==> src/rtl/lfc_pkg.sv <==
package lfc_pkg;
  localparam int WORD_W     = 32;
  localparam int LINE_WORDS = 8;
  localparam int LINE_BITS  = WORD_W * LINE_WORDS;
  localparam int LINE_BYTES = LINE_BITS / 8;

  typedef struct packed {
    logic [2:0]        wsel;
    logic [3:0]        be;
    logic [WORD_W-1:0] data;
  } store_t;

  function automatic logic [LINE_BITS-1:0] put_data(logic [LINE_BITS-1:0] d, store_t s);
    logic [LINE_BITS-1:0] r;
    r = d;
    for (int b = 0; b < 4; b++)
      if (s.be[b]) r[int'(s.wsel)*WORD_W + b*8 +: 8] = s.data[b*8 +: 8];
    return r;
  endfunction

  function automatic logic [LINE_BYTES-1:0] put_mask(logic [LINE_BYTES-1:0] m, store_t s);
    logic [LINE_BYTES-1:0] r;
    r = m;
    for (int b = 0; b < 4; b++)
      if (s.be[b]) r[int'(s.wsel)*4 + b] = 1'b1;
    return r;
  endfunction
endpackage

==> src/rtl/lfc_pick.sv <==
module lfc_pick #(
  parameter int N = 4,
  localparam int IW = (N > 1) ? $clog2(N) : 1
) (
  input  logic [N-1:0]  req,
  output logic          any,
  output logic [IW-1:0] idx
);
  always_comb begin
    any = |req;
    idx = '0;
    for (int i = N - 1; i >= 0; i--)
      if (req[i]) idx = IW'(i);
  end
endmodule

==> src/rtl/lfc_fill_tab.sv <==
module lfc_fill_tab
  import lfc_pkg::*;
#(
  parameter int FILL_DEPTH = 4,
  parameter int LW = 27,
  localparam int FIW = (FILL_DEPTH > 1) ? $clog2(FILL_DEPTH) : 1
) (
  input  logic                  clk,
  input  logic                  rst,
  input  logic [LW-1:0]         look_line,
  input  logic                  alloc_en,
  input  logic [FIW-1:0]        alloc_idx,
  input  logic [LW-1:0]         alloc_line,
  input  store_t                alloc_st,
  input  logic                  ovl_en,
  input  logic [FIW-1:0]        ovl_idx,
  input  store_t                ovl_st,
  input  logic                  rsp_valid,
  input  logic [FIW-1:0]        rsp_idx,
  input  logic [2:0]            rsp_word,
  input  logic [WORD_W-1:0]     rsp_data,
  output logic [FILL_DEPTH-1:0] ent_valid,
  output logic                  hit,
  output logic [FIW-1:0]        hit_idx,
  output logic                  done_now,
  output logic                  line_valid,
  output logic [LW-1:0]         line_addr,
  output logic [LINE_BITS-1:0]  line_data
);
  logic [FILL_DEPTH-1:0] v;
  logic [LW-1:0]         tag  [FILL_DEPTH];
  logic [7:0]            got  [FILL_DEPTH];
  logic [LINE_BITS-1:0]  wd   [FILL_DEPTH];
  logic [LINE_BITS-1:0]  od   [FILL_DEPTH];
  logic [LINE_BYTES-1:0] om   [FILL_DEPTH];
  logic [FILL_DEPTH-1:0] hv;
  logic [7:0]            got_new;
  logic [LINE_BITS-1:0]  fresh, merged;

  assign ent_valid = v;
  assign got_new   = got[rsp_idx] | (8'd1 << rsp_word);
  assign done_now  = rsp_valid && v[rsp_idx] && (&got_new);

  // An entry finishing this cycle no longer counts as a match
  for (genvar gi = 0; gi < FILL_DEPTH; gi++) begin : g_hit
    assign hv[gi] = v[gi] && (tag[gi] == look_line) &&
                    !(done_now && (rsp_idx == FIW'(gi)));
  end

  lfc_pick #(.N(FILL_DEPTH)) u_hit (.req(hv), .any(hit), .idx(hit_idx));

  always_comb begin
    fresh = wd[rsp_idx];
    fresh[int'(rsp_word)*WORD_W +: WORD_W] = rsp_data;
    for (int b = 0; b < LINE_BYTES; b++)
      merged[b*8 +: 8] = om[rsp_idx][b] ? od[rsp_idx][b*8 +: 8] : fresh[b*8 +: 8];
  end

  always_ff @(posedge clk) begin
    for (int i = 0; i < FILL_DEPTH; i++) begin
      if (rst) begin
        v[i]   <= 1'b0;
        got[i] <= '0;
      end else if (alloc_en && alloc_idx == FIW'(i)) begin
        v[i]   <= 1'b1;
        tag[i] <= alloc_line;
        got[i] <= '0;
        od[i]  <= put_data('0, alloc_st);
        om[i]  <= put_mask('0, alloc_st);
      end else begin
        if (ovl_en && ovl_idx == FIW'(i)) begin
          od[i] <= put_data(od[i], ovl_st);
          om[i] <= put_mask(om[i], ovl_st);
        end
        if (rsp_valid && rsp_idx == FIW'(i)) begin
          wd[i][int'(rsp_word)*WORD_W +: WORD_W] <= rsp_data;
          got[i] <= got_new;
          if (done_now) v[i] <= 1'b0;
        end
      end
    end
  end

  always_ff @(posedge clk) begin
    if (rst) line_valid <= 1'b0;
    else     line_valid <= done_now;
    if (done_now) begin
      line_addr <= tag[rsp_idx];
      line_data <= merged;
    end
  end

  for (genvar ga = 0; ga < FILL_DEPTH; ga++) begin : g_pa
    for (genvar gb = ga + 1; gb < FILL_DEPTH; gb++) begin : g_pb
      AST_ONE_FILL_PER_LINE: assert property (@(posedge clk) disable iff (rst)
        !(v[ga] && v[gb] && tag[ga] == tag[gb]));
    end
  end

  AST_RSP_TO_LIVE: assert property (@(posedge clk) disable iff (rst)
    rsp_valid |-> v[rsp_idx]);

  AST_LINE_AFTER_RSP: assert property (@(posedge clk) disable iff (rst)
    line_valid |-> $past(rsp_valid));

  AST_ALLOC_INTO_FREE: assert property (@(posedge clk) disable iff (rst)
    alloc_en |-> !v[alloc_idx]);
endmodule

==> src/rtl/lfc_pend_tab.sv <==
module lfc_pend_tab #(
  parameter int PEND_DEPTH = 4,
  parameter int FILL_DEPTH = 4,
  localparam int FIW = (FILL_DEPTH > 1) ? $clog2(FILL_DEPTH) : 1,
  localparam int PIW = (PEND_DEPTH > 1) ? $clog2(PEND_DEPTH) : 1
) (
  input  logic                      clk,
  input  logic                      rst,
  input  logic                      ins_en,
  input  logic [FIW-1:0]            ins_owner,
  input  logic                      rel_en,
  input  logic [FIW-1:0]            rel_owner,
  output logic                      full,
  output logic [PEND_DEPTH-1:0]     slot_v,
  output logic [PEND_DEPTH*FIW-1:0] owner_flat
);
  logic           free_any;
  logic [PIW-1:0] free_idx;

  lfc_pick #(.N(PEND_DEPTH)) u_free (.req(~slot_v), .any(free_any), .idx(free_idx));
  assign full = ~free_any;

  always_ff @(posedge clk) begin
    for (int i = 0; i < PEND_DEPTH; i++) begin
      if (rst) begin
        slot_v[i] <= 1'b0;
      end else begin
        if (rel_en && slot_v[i] && owner_flat[i*FIW +: FIW] == rel_owner)
          slot_v[i] <= 1'b0;
        if (ins_en && free_idx == PIW'(i)) begin
          slot_v[i] <= 1'b1;
          owner_flat[i*FIW +: FIW] <= ins_owner;
        end
      end
    end
  end

  AST_NO_INSERT_WHEN_FULL: assert property (@(posedge clk) disable iff (rst)
    ins_en |-> !full);
endmodule

==> src/rtl/line_fill_ctrl.sv <==
module line_fill_ctrl
  import lfc_pkg::*;
#(
  parameter int ADDR_W     = 32,
  parameter int FILL_DEPTH = 4,
  parameter int PEND_DEPTH = 4,
  localparam int LW  = ADDR_W - 5,
  localparam int FIW = (FILL_DEPTH > 1) ? $clog2(FILL_DEPTH) : 1
) (
  input  logic                 clk,
  input  logic                 rst,
  input  logic                 req_valid,
  input  logic [ADDR_W-3:0]    req_waddr,
  input  logic [WORD_W-1:0]    req_data,
  input  logic [3:0]           req_be,
  input  logic                 req_cacheable,
  input  logic                 req_walloc,
  output logic                 req_stall,
  output logic                 rd_valid,
  output logic [LW-1:0]        rd_line,
  output logic [FIW-1:0]       rd_idx,
  input  logic                 rsp_valid,
  input  logic [FIW-1:0]       rsp_idx,
  input  logic [2:0]           rsp_word,
  input  logic [WORD_W-1:0]    rsp_data,
  output logic                 line_valid,
  output logic [LW-1:0]        line_addr,
  output logic [LINE_BITS-1:0] line_data
);
  logic [LW-1:0]            req_line;
  store_t                   req_st;
  logic                     alloc, acc_new, acc_pend;
  logic [FILL_DEPTH-1:0]    ent_valid;
  logic                     hit, done_now, free_any, pend_full;
  logic [FIW-1:0]           hit_idx, free_idx;
  logic [PEND_DEPTH-1:0]    slot_v;
  logic [PEND_DEPTH*FIW-1:0] owner_flat;

  assign req_line = req_waddr[ADDR_W-3:3];
  assign req_st   = '{wsel: req_waddr[2:0], be: req_be, data: req_data};
  assign alloc    = req_valid && req_cacheable && req_walloc;

  lfc_pick #(.N(FILL_DEPTH)) u_free (.req(~ent_valid), .any(free_any), .idx(free_idx));

  assign req_stall = alloc && (hit ? pend_full : !free_any);
  assign acc_new   = alloc && !req_stall && !hit;
  assign acc_pend  = alloc && !req_stall && hit;

  lfc_fill_tab #(.FILL_DEPTH(FILL_DEPTH), .LW(LW)) u_fill (
    .clk(clk), .rst(rst), .look_line(req_line),
    .alloc_en(acc_new), .alloc_idx(free_idx), .alloc_line(req_line), .alloc_st(req_st),
    .ovl_en(acc_pend), .ovl_idx(hit_idx), .ovl_st(req_st),
    .rsp_valid(rsp_valid), .rsp_idx(rsp_idx), .rsp_word(rsp_word), .rsp_data(rsp_data),
    .ent_valid(ent_valid), .hit(hit), .hit_idx(hit_idx), .done_now(done_now),
    .line_valid(line_valid), .line_addr(line_addr), .line_data(line_data)
  );

  lfc_pend_tab #(.PEND_DEPTH(PEND_DEPTH), .FILL_DEPTH(FILL_DEPTH)) u_pend (
    .clk(clk), .rst(rst),
    .ins_en(acc_pend), .ins_owner(hit_idx),
    .rel_en(done_now), .rel_owner(rsp_idx),
    .full(pend_full), .slot_v(slot_v), .owner_flat(owner_flat)
  );

  always_ff @(posedge clk) begin
    if (rst) rd_valid <= 1'b0;
    else     rd_valid <= acc_new;
    if (acc_new) begin
      rd_line <= req_line;
      rd_idx  <= free_idx;
    end
  end

  AST_READ_TARGET_LIVE: assert property (@(posedge clk) disable iff (rst)
    rd_valid |-> ent_valid[rd_idx]);

  for (genvar gp = 0; gp < PEND_DEPTH; gp++) begin : g_own
    AST_PEND_OWNER_LIVE: assert property (@(posedge clk) disable iff (rst)
      slot_v[gp] |-> ent_valid[owner_flat[gp*FIW +: FIW]]);
  end
endmodule

==> config.mk <==
export PLATFORM = sky130hd
export DESIGN_NAME = line_fill_ctrl
export DESIGN_NICKNAME = d
export VERILOG_FILES = /design/src/rtl/lfc_pkg.sv /design/src/rtl/lfc_pick.sv /design/src/rtl/lfc_fill_tab.sv /design/src/rtl/lfc_pend_tab.sv /design/src/rtl/line_fill_ctrl.sv
export SDC_FILE = /design/constraint.sdc
export NUM_CORES = 2
export LEC_CHECK = 0
export CORE_ASPECT_RATIO = 0.7
export CORE_MARGIN = 3
export CORE_UTILIZATION = 25
export CTS_CLUSTER_SIZE = 28
export DETAILED_ROUTE_END_ITERATION = 8
export DONT_BUFFER_PORTS = 1
export PLACE_DENSITY_LB_ADDON = 0.12
export SLEW_MARGIN = 40
export SYNTH_ARGS = -nofsm -noshare
export SYNTH_HDL_FRONTEND = slang
export SYNTH_SLANG_ARGS = --single-unit
==> constraint.sdc <==
create_clock -name clk -period 10.5 [get_ports clk]
set_input_delay 2.1 -clock clk [delete_from_list [all_inputs] [get_ports clk]]
set_output_delay 2.1 -clock clk [all_outputs]
set_load 0.005 [all_outputs]
# Word-level counts from Yosys, hierarchy flattened
# Memories as Yosys holds them, arrays and structs flattened. A register that Yosys moved wholly into a read port is not among the register bits.
# Index checks and enable logic that the tools add are counted.
# totals
regBits	303
ram_bits	2316
word_cells	639
n_memories	5
# op_classes
addsub	11
n_lt_le_gt_ge	9
n_eq_ne	20
n_shift	11
muxes	421
bitwise_logic	50
reduce_logical	95
# mem_list
memory	words	width	rd	rd_ports_with_merged_regs	wr	line_no	text
u_fill.od	4	256	5	0	1	lfc_fill_tab.sv:34	logic [LINE_BITS-1:0] od [FILL_DEPTH];
u_fill.wd	4	256	1	0	1	lfc_fill_tab.sv:33	logic [LINE_BITS-1:0] wd [FILL_DEPTH];
u_fill.om	4	32	5	0	1	lfc_fill_tab.sv:35	logic [LINE_BYTES-1:0] om [FILL_DEPTH];
u_fill.tag	4	27	5	1	1	lfc_fill_tab.sv:31	logic [LW-1:0] tag [FILL_DEPTH];
u_fill.got	4	8	1	0	4	lfc_fill_tab.sv:32	logic [7:0] got [FILL_DEPTH];
# op_table
cell	count
256-bit two-way mux	126
256-bit bitwise mux	29
32-bit two-way mux	115
256-bit OR reduction	6
8-bit by 33-bit variable shift with 256-bit output (first input constant)	4
8-bit by 33-bit indexed part select with 256-bit output	4
32-bit bitwise OR	24
8-bit two-way mux	40
256-bit AND	1
32-bit by 33-bit variable shift with 256-bit output (first input constant)	1
32-bit by 33-bit indexed part select with 256-bit output	1
32-bit by 29-bit bitwise OR with 32-bit output	4
27-bit equality test	4
32-bit negation with 33-bit output	3
32-bit by 1-bit >= comparator with 1-bit output (second input constant)	3
32-bit by 7-bit < comparator with 1-bit output (second input constant)	3
32-bit OR reduction	3
27-bit two-way mux	3
27-bit OR reduction	3
1-bit two-way mux	78
8-bit negation with 33-bit output	2
1-bit logical AND	48
2-bit two-way mux	24
29-bit two-way mux	1
24 further kinds	87

# Longest topological paths before layout
# depth
ltp_word	36
ltp_mapped	14
mapped_depth_nobuf	9

# By module
# Synthesis repeated with hierarchy kept, for this count alone.
# unflattened
cells_unflattened	8607
hier_area_um2	118558.7
# by_module_without_submodules
module	n_inst	cells_per_inst	area_per_inst_um2	seq_area_each_um2
lfc_fill_tab	1	8505	116948.4	78144.9
line_fill_ctrl	1	41	975.9	890.9
lfc_pend_tab	1	40	529.3	320.3
lfc_pick	3	7	35.0	0.0

# Worst setup path before layout
# Ideal clock, no wire load.
# synth_timing
kind	input to register
startpoint	input port rsp_word[0]
endpoint	register u_fill.line_addr[0], read port of u_fill.tag, enable pin
arrival_ns	8.842
setup_slack_ns	1.025
stages	9
n_path_buf	2
cell_sequence	clkbuf_1 -> inv_1 -> ha_1 -> ha_1 -> or2_1 -> buf_2 -> and4_1 -> nand3_1 -> inv_1
# synth_via
elab_chain_len	4
# synth_lines
element	line_no	text
start: declaration	line_fill_ctrl.sv:24	input logic [2:0] rsp_word,
1-bit by 3-bit << shifter with 8-bit output	lfc_fill_tab.sv:41	assign got_new = got[rsp_idx] | (8'd1 << rsp_word);
8-bit bitwise OR	lfc_fill_tab.sv:41	
8-bit AND reduction	lfc_fill_tab.sv:42	assign done_now = rsp_valid && v[rsp_idx] && (&got_new);
1-bit logical AND	lfc_fill_tab.sv:42	
via done_now	line_fill_ctrl.sv:34	logic hit, done_now, free_any, pend_full;
end: declaration	lfc_fill_tab.sv:27	output logic [LW-1:0] line_addr,
# The timed path passes the listed nets, and every way through them passes these cells.
# A chain may end at the register's enable or synchronous reset.

# Worst setup path after layout
# layout_timing
startpoint	input port rsp_idx[0]
endpoint	output port req_stall
# layout_via
elab_chain_len	10
word_cells_on_any_way	26
# layout_lines
element	line_no	text
start: declaration	line_fill_ctrl.sv:23	input logic [FIW-1:0] rsp_idx,
memory 4 x 8 bit or 1-bit binary-select mux with 2-bit select (tied branches)	n/a	
8-bit bitwise OR or 1-bit two-way mux (tied branches)	lfc_fill_tab.sv:41, lfc_fill_tab.sv:42	
8-bit AND reduction or 1-bit logical AND (tied branches)	lfc_fill_tab.sv:42	
1-bit logical AND	lfc_fill_tab.sv:42	
1-bit logical AND	lfc_fill_tab.sv:47	!(done_now && (rsp_idx == FIW'(gi)));
1-bit zero test	lfc_fill_tab.sv:47	
1-bit logical AND	lfc_fill_tab.sv:46	assign hv[gi] = v[gi] && (tag[gi] == look_line) &&
4-bit OR reduction (*)	lfc_pick.sv:10	any = |req;
1-bit two-way mux (*)	line_fill_ctrl.sv:45	assign req_stall = alloc && (hit ? pend_full : !free_any);
1-bit logical AND (*)	line_fill_ctrl.sv:45	
end: declaration	line_fill_ctrl.sv:18	output logic req_stall,
# Mark *: on every way between the ends. The rest lies on a longest branch, timed or not. The select of a mux whose other input is x is not followed.

==> impl_metrics.csv <==
group,metric,value,unit
floorplanning,design.portCount,424,
logic_synthesis,async_reset_ff_frac,0,
setup_path,arrival,5400,ps
floorplanning,rows,205,
finish,final_nets,6953,
clock_tree,htreeDepth,5,
logic_synthesis,syn-cell-area,113000,sq um
finish,final_area,130000,sq um
clock_tree,clk_path_buf_depth,4,
clock_tree,cts_tree,"yes",
setup_path,rrSetupSlack,5220,ps
routing,drtIter0Drc,6502,
place,place_ws,2820,ps
sta,max_freq,0.133,GHz
grt,track_usage,0.174,
clock_tree,cts_buffers,302,
setup_path,r2r_end,"u_fill.od[1][97]",
grt,grt.overflow.total,0,
sta,fin_tns_setup,0,ps
routing,vias,61700,
grt,grt_pass1_wl,557000,microns
power_and_ir_drop,p_sw,5.22,mW
floorplanning,die_w,808,microns
place,dp_hpwl,267000,microns
finish,stdcell_count,13100,
setup_path,required,8400,ps
clock_tree,ctsResizeCount,0,
setup_path,cp_max_fo,83,
finish,layout-drive-gt1-share,0.198,
grt,grt_start_max_net_pins,110,
clock_tree,clock-sinks,2646,
grt,grt_pass1_vias,62700,
sta,slew_headroom,0.381,
logic_synthesis,synth_area_leaders,"edfxtp_1 70%, mux4_2 11%, and2_1 6.3%",
place,place.gp.congestion,0.781,
grt,antenna_found_initial,57,
sta,worst_pin_slew,928,ps
power_and_ir_drop,seqPwrFrac,0.499,
logic_synthesis,synthCells,6880,
logic_synthesis,ys_ff_latch,2646,
setup_path,critPathLaunch,"rsp_idx[0]",
setup_path,endpoint,"req_stall",
logic_synthesis,ys_seq_area_frac,0.704,
setup_path,r2r_start,"u_fill.ent_valid[2]",
floorplanning,die_y,568,microns
sta,grt_setup_unrepaired,"false",
power_and_ir_drop,powerDensity,178,nW/um^2
power_and_ir_drop,vdd_ir_drop_max,0.112,mV
logic_synthesis,yosys.area.top_type_share,0.703,
sta,timing.final.ws_setup,3000,ps
clock_tree,ctsHoldBuffers,0,
job,maxCapViolCount,0,
power_and_ir_drop,combPwrFrac,0.046,
power_and_ir_drop,swShare,0.225,
logic_synthesis,synth_nets,7001,
sta,fin_crit,7500,ps
sta,fin_crit_sh,0.714,
place,place_area,121000,sq um
finish,area_delta_synth_final,15.8,%
routing,dr.pass1.iters,8,
sta,clock_skew,39.4,ps
power_and_ir_drop,internal_power,18.0,mW
logic_synthesis,synthFlopType,"edfxtp_1",
logic_synthesis,yosysTopAreaCell,"edfxtp_1",
routing,drc,0,
sta,finalMaxSlewViolations,0,
status,status,"finished, final reports clean",
routing,drt-total-wl,412000,microns
setup_path,path_class,"in2out",
sta,setup_viol,0,
place,portBuffers,0,
logic_synthesis,synth_area_per_cell,16.4,sq um
routing,post_drt_wl_per_cell,31.3,microns
logic_synthesis,ys_types,65,
logic_synthesis,ys.warnings.count,0,
logic_synthesis,synth_edf_count,2636,
setup_path,rr_worst_depth,9,
place,place_inst,12500,
sta,finalHoldViolCount,0,
power_and_ir_drop,pwr-share-clk,0.455,
clock_tree,cts_setup_buffers,0,
clock_tree,path_clk_slew,50,ps
min_path,hp-class,"reg2reg",
setup_path,startpoint_type,"input pin",
clock_tree,clock_latency,940,ps
floorplanning,initial_utilization,0.252,
clock_tree,cts_root_buf,"clkbuf_16",
power_and_ir_drop,p_leak,43.8,nW
routing,vias_per_cell,4.70,
floorplanning,die_area,459000,sq um
floorplanning,core_area,447000,sq um
setup_path,critPathCaptureType,"primary output",
routing,ant_nets,0,
critical path, stage by stage:
cell and delay, ps:
buf_16 400, mux4_1 410, or2_1 260, nand4_1 350, nor4_4 710, a2bb2oi_2 590
nand3_1 140, a21oi_1 350
power by group through the flow:
stage	registers [mW]	clock network, mW	logic (mW)
6_report	11.6	10.6	1.06
5_1_grt	11.6	11.3	1.14
4_1_cts	11.6	10.9	1.09
3_5_place_dp	11.8	0	1.09
3_3_place_gp	11.8	0	1.02
2_1_floorplan	11.8	0	0.688
cells in the final DEF (no fill, tap or decap), drive strengths merged, types with 4 or more instances in the layout:
master,n
edfxtp,2636
and2,1142
mux4,575
nand2,411
clkbuf,375
a21oi,297
o21ai,293
nor2,209
buf,202
mux2i,166
and3,164
clkinv,111
xor2,83
diode,62
nor3,53
nand3,51
inv,34
xnor2,33
nor4,33
bufinv,24
nand4,18
a22oi,18
nand2b,12
ha,12
clkinvlp,11
dfxtp,10
a2bb2oi,10
nor2b,9
or4,8
mux2,7
or3,7
or2,7
and4,6
o22a,4
o311ai,4
logic make-up (layout without fill, tap and decap cells):
logic type,after synthesis,in the layout,share of synthesized area
mux,748,748,0.130
buf+inv,573,757,0.0196
compound gates,653,653,0.0312
flops,2646,2646,0.704
simple gates,2132,2132,0.104
fa+ha+maj,12,12,0.00133
xor+xnor,116,116,0.00902
other cells,0,62,0
synthesized netlist by cell type (8+ instances only):
cell type  number
nand4_1        18
o21ai_0       291
nor2b_1         9
nor2_1        209
buf_2          10
nor3_1         51
ha_1           12
and3_1        164
mux2i_1       166
edfxtp_1     2636
nand2_1       411
buf_1          94
nand2b_1       12
a22oi_1        15
a21oi_1       297
nor4_1         29
clkbuf_1      444
xnor2_1        33
nand3_1        51
or4_1           8
mux4_2        573
dfxtp_1        10
and2_1       1142
xor2_1         83
inv_1          18
a2bb2oi_1       9
layer usage:
layer / part of all wire / vias up / GRT usage
met3: 0.057 / 401 / 0.0276
met4: 0.021 / 4 / 0.0390
met1: 0.45 / 33100 / 0.246
met5: 0.000066 / - / 0
met2: 0.47 / 1917 / 0.283
li1: - / 26300 / -
cell type report:
cell class | count | area (sq um)
diodes | 62 | 155
clock buffers | 375 | 8040
clock inverters | 161 | 1530
fillers | 44200 | 317000
inverters | 19 | 83.8
multi-input cells | 3661 | 32000
flip-flops and latches | 2646 | 79400
well taps | 6003 | 7510
repair buffers | 202 | 1770
per-stage QoR:
stage	utilization	hold WS (ps)	total power, mW
global placement	0.268	485	12.8
CTS	0.291	507	23.6
floorplan	-	462	12.5
finish	0.292	510	23.2
global route	0.292	536	24.0
detailed placement	0.270	494	12.9
registers in the layout, summed over array words and instances (netlist names):
name	cells
rd_idx	2
rd_line	27
rd_valid	1
u_fill.ent_valid	4
u_fill.got	32
u_fill.line_addr	27
u_fill.line_data	256
u_fill.line_valid	1
u_fill.od	1024
u_fill.om	128
u_fill.tag	108
u_fill.wd	1024
u_pend.owner_flat	8
u_pend.slot_v	4
how the worst min path moves through the flow:
stage / start / to / slack [ps] / cells past startpoint
3_3_place_gp: u_pend.slot_v[3] / u_pend.slot_v[3] / 490 / 1
2_1_floorplan: u_pend.slot_v[2] / u_pend.slot_v[2] / 460 / 1
5_1_grt: u_pend.slot_v[2] / u_pend.slot_v[2] / 540 / 1
6_report: u_pend.slot_v[3] / u_pend.slot_v[3] / 510 / 1
3_5_place_dp: u_pend.slot_v[3] / u_pend.slot_v[3] / 490 / 1
4_1_cts: u_pend.slot_v[3] / u_pend.slot_v[3] / 510 / 1
(Power assumes the default switching activity.)
